==> config.mk <==
export PLATFORM = sky130hd
export DESIGN_NAME = i2c_stall_ctrl
export DESIGN_NICKNAME = d
export VERILOG_FILES = /design/src/rtl/i2c_stall_pkg.sv /design/src/rtl/scl_fall_counter.sv /design/src/rtl/stall_point_decider.sv /design/src/rtl/scl_wait_holder.sv /design/src/rtl/i2c_stall_ctrl.sv
export SDC_FILE = /design/constraint.sdc
export NUM_CORES = 1
export LEC_CHECK = 0
export ABC_AREA = 1
export BUFFER_PORTS_ARGS = -buffer_cell sky130_fd_sc_hd__buf_2
export CORE_MARGIN = 2
export CORE_UTILIZATION = 45
export CTS_BUF_LIST = sky130_fd_sc_hd__clkbuf_8 sky130_fd_sc_hd__clkbuf_16
export DETAILED_ROUTE_END_ITERATION = 8
export PLACE_DENSITY = 0.73
export RECOVER_POWER = 50
export SETUP_SLACK_MARGIN = 0.05
export SLEW_MARGIN = 40
export SYNTH_ARGS = -nofsm -noshare
export SYNTH_HDL_FRONTEND = slang
export SYNTH_SLANG_ARGS = --single-unit
==> constraint.sdc <==
create_clock -name clk -period 1.4 [get_ports clk]
set_input_delay 0 -clock clk [delete_from_list [all_inputs] [get_ports clk]]
set_output_delay 0 -clock clk [all_outputs]
set_load 0.01 [all_outputs]
==> src/rtl/i2c_stall_pkg.sv <==
`timescale 1ns/1ps
package i2c_stall_pkg;
   typedef enum logic [1:0] {
      PH_ADDR = 2'd0,
      PH_RX   = 2'd1,
      PH_TX   = 2'd2
   } xfer_phase_e;
endpackage

==> src/rtl/scl_fall_counter.sv <==
`timescale 1ns/1ps
module scl_fall_counter #(
   parameter int SYNC_STAGES = 2,
   parameter int BYTE_BITS   = 8,
   parameter int CNT_W       = 4
) (
   input  logic             clk,
   input  logic             rst_n,
   input  logic             scl_in,
   input  logic             bus_start,
   input  logic             bus_stop,
   output logic             fall_evt,
   output logic [CNT_W-1:0] cnt_new
);
   localparam logic [CNT_W-1:0] CNT_LAST = CNT_W'(BYTE_BITS + 1);

   logic [SYNC_STAGES-1:0] sync_q;
   logic                   prev_q;
   logic                   armed_q;
   logic [CNT_W-1:0]       cnt_q;
   logic                   scl_s;
   logic                   fall_raw;
   logic                   rise_raw;
   logic                   bus_clr;

   generate
      if (SYNC_STAGES < 2) begin : g_bad_sync
         $error("scl_fall_counter: SYNC_STAGES must be at least 2");
      end
      if (CNT_W < $clog2(BYTE_BITS + 2)) begin : g_bad_cnt
         $error("scl_fall_counter: CNT_W too narrow for BYTE_BITS");
      end
      for (genvar gi = 0; gi < SYNC_STAGES; gi++) begin : g_sync
         if (gi == 0) begin : g_first
            always_ff @(posedge clk or negedge rst_n) begin
               if (!rst_n) sync_q[0] <= 1'b1;
               else        sync_q[0] <= scl_in;
            end
         end else begin : g_next
            always_ff @(posedge clk or negedge rst_n) begin
               if (!rst_n) sync_q[gi] <= 1'b1;
               else        sync_q[gi] <= sync_q[gi-1];
            end
         end
      end
   endgenerate

   assign scl_s    = sync_q[SYNC_STAGES-1];
   assign fall_raw = prev_q & ~scl_s;
   assign rise_raw = ~prev_q & scl_s;
   assign bus_clr  = bus_start | bus_stop;
   assign fall_evt = fall_raw & armed_q & ~bus_clr;
   assign cnt_new  = (cnt_q == CNT_LAST) ? CNT_W'(1) : cnt_q + CNT_W'(1);

   always_ff @(posedge clk or negedge rst_n) begin
      if (!rst_n) begin
         prev_q  <= 1'b1;
         armed_q <= 1'b0;
         cnt_q   <= '0;
      end else begin
         prev_q <= scl_s;
         if (bus_clr) begin
            armed_q <= 1'b0;
            cnt_q   <= '0;
         end else begin
            if (rise_raw)      armed_q <= 1'b1;
            else if (fall_raw) armed_q <= 1'b0;
            if (fall_evt)      cnt_q   <= cnt_new;
         end
      end
   end

   assert_cnt_range_R11: assert property (@(posedge clk) disable iff (!rst_n)
      cnt_q <= CNT_LAST);
   assert_clear_on_bus_R11: assert property (@(posedge clk) disable iff (!rst_n)
      (bus_start || bus_stop) |=> (cnt_q == '0));
endmodule

==> src/rtl/stall_point_decider.sv <==
`timescale 1ns/1ps
module stall_point_decider
   import i2c_stall_pkg::*;
#(
   parameter int BYTE_BITS = 8,
   parameter int CNT_W     = 4
) (
   input  logic             fall_evt,
   input  logic [CNT_W-1:0] cnt_new,
   input  logic [1:0]       phase,
   input  logic             is_master,
   input  logic             addr_match,
   input  logic             ext_code,
   input  logic             restarted,
   input  logic             late_sel,
   output logic             raise_irq,
   output logic             raise_wait,
   output logic             need_ack
);
   localparam logic [CNT_W-1:0] PT_EARLY = CNT_W'(BYTE_BITS);
   localparam logic [CNT_W-1:0] PT_LATE  = CNT_W'(BYTE_BITS + 1);

   logic [CNT_W-1:0] data_pt;
   logic             at_early;
   logic             at_late;

   assign data_pt  = late_sel ? PT_LATE : PT_EARLY;
   assign at_early = fall_evt && (cnt_new == PT_EARLY);
   assign at_late  = fall_evt && (cnt_new == PT_LATE);

   always_comb begin
      raise_irq  = 1'b0;
      raise_wait = 1'b0;
      need_ack   = 1'b0;
      unique case (xfer_phase_e'(phase))
         PH_ADDR: begin
            if (is_master) begin
               raise_irq  = at_late;
               raise_wait = at_late;
            end else if (ext_code) begin
               raise_irq  = at_early;
               raise_wait = at_early;
            end else if (addr_match) begin
               raise_irq  = at_late;
               raise_wait = at_late;
            end else if (restarted) begin
               raise_irq  = at_late;
            end
         end
         PH_RX, PH_TX: begin
            raise_irq  = fall_evt && (cnt_new == data_pt);
            raise_wait = fall_evt && (cnt_new == data_pt);
            need_ack   = (xfer_phase_e'(phase) == PH_RX) && !late_sel;
         end
         default: ;
      endcase
   end
endmodule

==> src/rtl/scl_wait_holder.sv <==
`timescale 1ns/1ps
module scl_wait_holder (
   input  logic clk,
   input  logic rst_n,
   input  logic raise_wait,
   input  logic need_ack_in,
   input  logic is_master,
   input  logic ack_commit,
   input  logic rel_req,
   input  logic shreg_wr,
   input  logic start_req,
   input  logic stop_req,
   output logic scl_hold
);
   logic hold_q;
   logic need_q;
   logic got_q;
   logic pend_q;
   logic cancel_any;
   logic ack_ok;
   logic release_now;

   assign cancel_any  = rel_req | shreg_wr | (is_master & (start_req | stop_req));
   assign ack_ok      = ~need_q | got_q | ack_commit;
   assign release_now = hold_q & (cancel_any | pend_q) & ack_ok;
   assign scl_hold    = hold_q;

   always_ff @(posedge clk or negedge rst_n) begin
      if (!rst_n) begin
         hold_q <= 1'b0;
         need_q <= 1'b0;
         got_q  <= 1'b0;
         pend_q <= 1'b0;
      end else if (raise_wait) begin
         hold_q <= 1'b1;
         need_q <= need_ack_in;
         got_q  <= 1'b0;
         pend_q <= 1'b0;
      end else if (hold_q) begin
         if (ack_commit) got_q  <= 1'b1;
         if (cancel_any) pend_q <= 1'b1;
         if (release_now) begin
            hold_q <= 1'b0;
            pend_q <= 1'b0;
         end
      end
   end

   assert_hold_until_cancel_R7: assert property (@(posedge clk) disable iff (!rst_n)
      (hold_q && !pend_q && !rel_req && !shreg_wr && !start_req && !stop_req) |=> hold_q);
   assert_ack_before_release_R8: assert property (@(posedge clk) disable iff (!rst_n)
      (hold_q && need_q && !got_q && !ack_commit) |=> hold_q);
   assert_slave_bus_req_ignored_R10: assert property (@(posedge clk) disable iff (!rst_n)
      (hold_q && !is_master && !pend_q && !rel_req && !shreg_wr) |=> hold_q);
endmodule

==> src/rtl/i2c_stall_ctrl.sv <==
`timescale 1ns/1ps
module i2c_stall_ctrl
   import i2c_stall_pkg::*;
#(
   parameter int SYNC_STAGES = 2,
   parameter int BYTE_BITS   = 8
) (
   input  logic       clk,
   input  logic       rst_n,
   input  logic       scl_in,
   input  logic       bus_start,
   input  logic       bus_stop,
   input  logic [1:0] phase,
   input  logic       is_master,
   input  logic       addr_match,
   input  logic       ext_code,
   input  logic       restarted,
   input  logic       late_sel,
   input  logic       ack_enable,
   input  logic       ack_commit,
   input  logic       rel_req,
   input  logic       shreg_wr,
   input  logic       start_req,
   input  logic       stop_req,
   output logic       irq,
   output logic       scl_hold,
   output logic       ack_level
);
   localparam int CNT_W = $clog2(BYTE_BITS + 2);

   logic             fall_evt;
   logic [CNT_W-1:0] cnt_new;
   logic             raise_irq;
   logic             raise_wait;
   logic             need_ack;
   logic             irq_q;
   logic             force_ack;

   generate
      if (BYTE_BITS < 1) begin : g_bad_bits
         $error("i2c_stall_ctrl: BYTE_BITS must be positive");
      end
   endgenerate

   scl_fall_counter #(
      .SYNC_STAGES (SYNC_STAGES),
      .BYTE_BITS   (BYTE_BITS),
      .CNT_W       (CNT_W)
   ) i_counter (
      .clk       (clk),
      .rst_n     (rst_n),
      .scl_in    (scl_in),
      .bus_start (bus_start),
      .bus_stop  (bus_stop),
      .fall_evt  (fall_evt),
      .cnt_new   (cnt_new)
   );

   stall_point_decider #(
      .BYTE_BITS (BYTE_BITS),
      .CNT_W     (CNT_W)
   ) i_decider (
      .fall_evt   (fall_evt),
      .cnt_new    (cnt_new),
      .phase      (phase),
      .is_master  (is_master),
      .addr_match (addr_match),
      .ext_code   (ext_code),
      .restarted  (restarted),
      .late_sel   (late_sel),
      .raise_irq  (raise_irq),
      .raise_wait (raise_wait),
      .need_ack   (need_ack)
   );

   scl_wait_holder i_holder (
      .clk         (clk),
      .rst_n       (rst_n),
      .raise_wait  (raise_wait),
      .need_ack_in (need_ack),
      .is_master   (is_master),
      .ack_commit  (ack_commit),
      .rel_req     (rel_req),
      .shreg_wr    (shreg_wr),
      .start_req   (start_req),
      .stop_req    (stop_req),
      .scl_hold    (scl_hold)
   );

   always_ff @(posedge clk or negedge rst_n) begin
      if (!rst_n) irq_q <= 1'b0;
      else        irq_q <= raise_irq;
   end

   assign irq       = irq_q;
   assign force_ack = !is_master && (xfer_phase_e'(phase) == PH_ADDR) && addr_match;
   assign ack_level = force_ack | ack_enable;

   assert_irq_single_R9: assert property (@(posedge clk) disable iff (!rst_n)
      irq |=> !irq);
   assert_irq_follows_point_R9: assert property (@(posedge clk) disable iff (!rst_n)
      raise_irq |=> irq);
   assert_restart_miss_nowait_R5: assert property (@(posedge clk) disable iff (!rst_n)
      (raise_irq && !is_master && phase == 2'd0 && !addr_match && !ext_code) |-> !raise_wait);
   assert_silent_miss_R6: assert property (@(posedge clk) disable iff (!rst_n)
      (fall_evt && !is_master && phase == 2'd0 && !addr_match && !ext_code && !restarted)
      |-> (!raise_irq && !raise_wait));
   assert_wait_implies_irq_R1: assert property (@(posedge clk) disable iff (!rst_n)
      raise_wait |-> raise_irq);
endmodule

# --- Word level (Yosys, flattened, before mapping) ---
# Cells that the tools add are included.
totals:
  mem_bits_rw: 0
  n_memories: 0
  rom_bits: 0
  regBits: 13
  inputBits: 18
  latch_bits: 0
op_classes:
  div_mod_pow: 0
  shift: 0
  bitwise_logic: 19
  eq_ne: 6
  n_addsub: 1
  reduce_logical: 17
  mux: 27
  magnitude_cmp: 0
  multipliers: 0
op_table:
  columns: ["operator", "count"]
  rows:
  - ["two-way mux 1 bit", 22]
  - ["equality test 4 bit, second input constant", 3]
  - ["two-way mux 4 bit", 3]
  - ["OR 1 bit", 8]
  - ["AND 1 bit", 7]
  - ["logical AND 1 bit", 6]
  - ["nonzero test 2 bit", 3]
  - ["nonzero test 3 bit", 2]
  - ["adder 4 x 1 -> 4 bit, second input constant", 1]
  - ["equality test 4 bit", 1]
  - ["inverter 1 bit", 4]
  - ["one-hot mux 1 bit (2 select lines)", 2]
  - ["AND reduction 2 bit", 2]
  - ["equality test 2 x 1 -> 1 bit, second input constant", 1]
  - ["equality test 2 bit, second input constant", 1]
  - ["zero test 1 bit", 2]
  - ["zero test 2 bit", 1]
  - ["OR reduction 2 bit", 1]

# --- Logic depth before layout (Yosys ltp) ---
logic_depth:
  depth_word: 11
  depth_mapped: 11
  ltp_nobuf: 11

# --- Cells and area by module ---
# Synthesis repeated with hierarchy kept, for this count alone.
hier_totals:
  cells_unflattened: 119
  area_unflattened_um2: 847.1
modules_own_cells:
  columns: ["module", "area_each_um2", "n_inst", "cells_per_inst", "seq_area_each_um2"]
  rows:
  - ["scl_fall_counter", 420.4, 1, 50, 203.9]
  - ["scl_wait_holder", 207.7, 1, 29, 100.1]
  - ["stall_point_decider", 171.4, 1, 33, 0.0]
  - ["i2c_stall_ctrl", 47.5, 1, 7, 25.0]

# --- Worst setup path before layout ---
# No wires, ideal clock.
synth_timing:
  path_type: "reg-to-reg"
  startpoint: "register i_counter.prev_q"
  endpoint: "register i_holder.need_q"
  path_buffers: 0
  stages_incl_launch_ff: 9
  t_arrival_ps: 1194
  slack_ps: 89
  setup_time_ps: 117
  cell_sequence: "dfstp_2 inv_2 nor2_4 nand3_4 nor2_2 o21a_1 nand2_2 nand3_1 nand2_1"
synth_via:
  elab_chain_len: 8
synth_lines:
  columns: ["item", "line_no", "source"]
  rows:
  - ["start: declaration", "scl_fall_counter.sv:18", "logic prev_q;"]
  - ["start signal: assignment", "scl_fall_counter.sv:61", "prev_q <= scl_s;"]
  - ["AND 1 bit *", "scl_fall_counter.sv:49", "assign fall_raw = prev_q & ~scl_s;"]
  - ["AND 1 bit * (2 in series)", "scl_fall_counter.sv:52", "assign fall_evt = fall_raw & armed_q & ~bus_clr;"]
  - ["logical AND 1 bit", "stall_point_decider.sv:29", "assign at_late = fall_evt && (cnt_new == PT_LATE);"]
  - ["two-way mux 1 bit", "stall_point_decider.sv:43", "end else if (addr_match) begin"]
  - ["two-way mux 1 bit", "stall_point_decider.sv:40", "end else if (ext_code) begin"]
  - ["two-way mux 1 bit", "stall_point_decider.sv:37", "if (is_master) begin"]
  - ["one-hot mux 1 bit (2 select lines) *", "stall_point_decider.sv:35", "unique case (xfer_phase_e'(phase))"]
  - ["end signal: assignment", "scl_wait_holder.sv:36", "need_q <= need_ack_in;"]
  - ["end: declaration", "scl_wait_holder.sv:16", "logic need_q;"]
# Every way passes the cells marked *; elsewhere a longest branch is shown, timed or not.
# A chain may end at the register's enable or synchronous reset.

# --- Final worst setup path ---
# Same ends and word-level chain as after synthesis.

==> results by group <==
Run status
  • Outcome: complete, but fails checks
  • Failing checks: setup timing

Global route
  • Largest net degree at the start of global routing: 14
  • Initial antenna violation count: 0
  • Total track usage: 18.1%
  • Grt ovf: 0
  • Vias in the first global route: 664
  • First-pass GRT wire length: 2.70 mm

Placement
  • HPWL Detailed: 1.27 mm
  • GPL Wtd Cong: 0.745
  • Number of port buffers: 20
  • Placed Area: 925 µm²
  • Placed cells: 131

Final layout
  • Register Area: 329 µm²
  • Fill count: 159
  • Antenna Diode Count: 0
  • Layout net count: 144
  • Final Non-Filler Cells: 139
  • Utilization after layout: 60.4%
  • Fin area: 1020 µm²
  • Layout cell share with drive strength beyond 1: 42.6%
  • Area of the multi-input gates: 424 µm²
  • Area Overhead vs Synth: 28.3%

Synth
  • Top cell type's share of synthesized area: 31.4%
  • Post-synth EDFFs: 0
  • Sequential area share after synthesis: 41.4%
  • Count leader, synth: nand2_1
  • Synth top area cells: dfrtp_1, dfstp_2, nand2_1
  • Cell count after synthesis: 93
  • Post-synth ARST share: 100%
  • Avg Inst Size Synth: 8.56 µm²
  • Syn_nets: 114
  • Ys flop type: dfrtp_1
  • Synth Register Bits: 13
  • Synth Cell Area: 796 µm²
  • Commonest cells in the netlist: nand2_1, inv_1, dfrtp_1
  • Synth warn: 0
  • Leading area contributor after synthesis: dfrtp_1
  • Synth cell types: 26

Drt
  • Post-DRT Antenna Nets: 0
  • Iteration-0 DRC Markers: 20
  • Total Wirelength: 1.77 mm
  • Met3 WL: 69 µm
  • Avg Vias per Cell: 5.19
  • Routed len/inst: 12.7 µm
  • # DRC: 0
  • Top Layer Used: met4
  • Routed length on met2: 932 µm
  • Wl on met1: 732 µm
  • DRT Pass-1 Iters: 4
  • Via Count: 722

Worst setup path
  • RR Startpoint: i_counter.prev_q$_DFF_PN1_
  • Worst r2r path cells: 10
  • Worst setup path start: i_counter.prev_q$_DFF_PN1_
  • Worst setup path class: reg2reg
  • Worst path required time: 1.58 ns
  • Worst setup path endpoint: i_holder.need_q$_DFFE_PN0P_
  • Crit. End Element: register
  • Setup crit start kind: register
  • FF-to-FF setup slack: -0.01 ns
  • Reg2reg end: i_holder.need_q$_DFFE_PN0P_
  • Worst-path maximum fanout: 4
  • Critical Path AT: 1.59 ns

STA
  • Setup_tns: -0.0246 ns
  • Setup ws final: -0.0142 ns
  • RSZ-0062 raised after global routing: yes
  • Worst-margin pin slew: 0.717 ns
  • Slew Limit Fails: 0
  • Hold Vio Cnt, Final: 0
  • Final Cycle Share: 101%
  • Final min period: 1.41 ns
  • Max frequency: 707 MHz
  • Max_slew headroom: 52.2%
  • # setup viols final: 3
  • Clock skew: 0.00709 ns

Floorplan
  • Full die area: 2120 µm²
  • Top-level I/O count: 21
  • Die H: 46.1 µm
  • Die W: 46.1 µm
  • Site Rows: 15
  • Initial Util: 47.1%
  • Core Area: 1690 µm²

Min path
  • Worst hold path type: in2reg

Clock network
  • CTS Buffer Depth: 2
  • CTS tree: built
  • Clk_lat worst skew: 0.24 ns
  • Clk sinks: 13
  • Clock transition at path regs: 0.06 ns
  • CTS buffer count: 3
  • Root Driver: clkbuf_8
  • H-tree depth: 1

Power
  • Peak VDD IR: 0.701 mV
  • Leak Pwr: 0.000496 µW
  • Pwr/cell area: 845 nW/µm²

Run
  • Max-Cap Viols: 0
-- per-stage QoR --
stage	setup slack, ns	total power, µW	hold slack (ns)
floorplan	0.0889	475	-0.296
global placement	0.0242	525	-0.0935
detailed placement	0.0115	527	-0.0914
CTS	-0.0139	859	0.0269
global route	-0.126	898	0.0420
finish	-0.0142	863	0.0243
-- area by class of cell --
cell class	instances	share of cell area (%)
Multi-Input combinational cell	64	41.5
Sequential cell	13	32.2
Timing Repair Buffer	25	13.8
Inverter	16	5.88
Clock buffer	3	4.04
Tap cell	17	2.08
Clock inverter	1	0.368
-- per-layer routing --
layer	track usage (%)	vias up
met1	21.7	344
met5	0	-
met3	2.35	4
met2	31.7	16
met4	8.57	0
li1	-	358
-- cell usage in the layout (no fill, tap or decap), types with 4 or more instances in the layout --
cell type,instances
buf_2,19
dfrtp_1,10
inv_1,11
inv_2,6
nand2_1,18
nand2_2,5
nand3_1,4
nor2_1,5
nor2_4,5
-- power by group --
| part | internal [µW] | total, µW | switching [µW] |
|---|---|---|---|
| clock | 194 | 334 | 140 |
| sequential | 400 | 415 | 15.0 |
| combinational | 52.0 | 114 | 61.7 |
| total | 646 | 863 | 217 |
-- flip-flops by register name (all words and copies together), names as in the netlist --
name               flops
i_counter.armed_q      1
i_counter.cnt_q        4
i_counter.prev_q       1
i_counter.scl_s        1
i_counter.sync_q       1
i_holder.got_q         1
i_holder.need_q        1
i_holder.pend_q        1
i_holder.scl_hold      1
irq                    1
-- logic make-up (layout without fill, tap and decap cells) --
| family | Yosys count | count (layout) | share of synthesized area [%] |
|---|---|---|---|
| and+or+nand+nor | 48 | 48 | 36.2 |
| buffers and inverters | 16 | 45 | 7.55 |
| adders and majority gates | 3 | 3 | 4.72 |
| AOI/OAI and AO/OA | 13 | 13 | 10.2 |
| DFF | 13 | 13 | 41.4 |
-- worst max-delay path: stages (launching register included) --
cell and delay (ns):
dfstp_2 0.54, inv_2 0.05, nor2_4 0.11, nand3_4 0.12
o21ai_2 0.15, nand2_1 0.06, nand2_1 0.07, nand2_2 0.07
nand2_4 0.07, nand2_1 0.05, nand2_1 0.06
-- repair_timing --
| action | 4_1_cts | 5_1_grt |
|---|---|---|
| gates resized for setup | 1 | 3 |
| buffers inserted | 1 | 1 |
| pin swaps | 0 | 1 |
| hold buffers | 2 | 0 |
| hold endpoints to repair | 14 | 0 |
| setup endpoints to repair | 5 | 7 |
| cloned | 0 | 0 |
-- worst min-delay path by stage --
stage	startpoint	endpoint	cells after the start	slack [ns]
floorplan	rst_n	i_counter.armed_q$_DFFE_PN0P_	0	-0.30
global placement	rst_n	i_counter.cnt_q[3]$_DFFE_PN0P_	1	-0.09
detailed placement	rst_n	i_counter.cnt_q[3]$_DFFE_PN0P_	1	-0.09
CTS	restarted	irq$_DFF_PN0_	3	0.03
global route	restarted	irq$_DFF_PN0_	3	0.04
finish	restarted	irq$_DFF_PN0_	3	0.02
No activity file was read; power rests on OpenSTA's default activity.
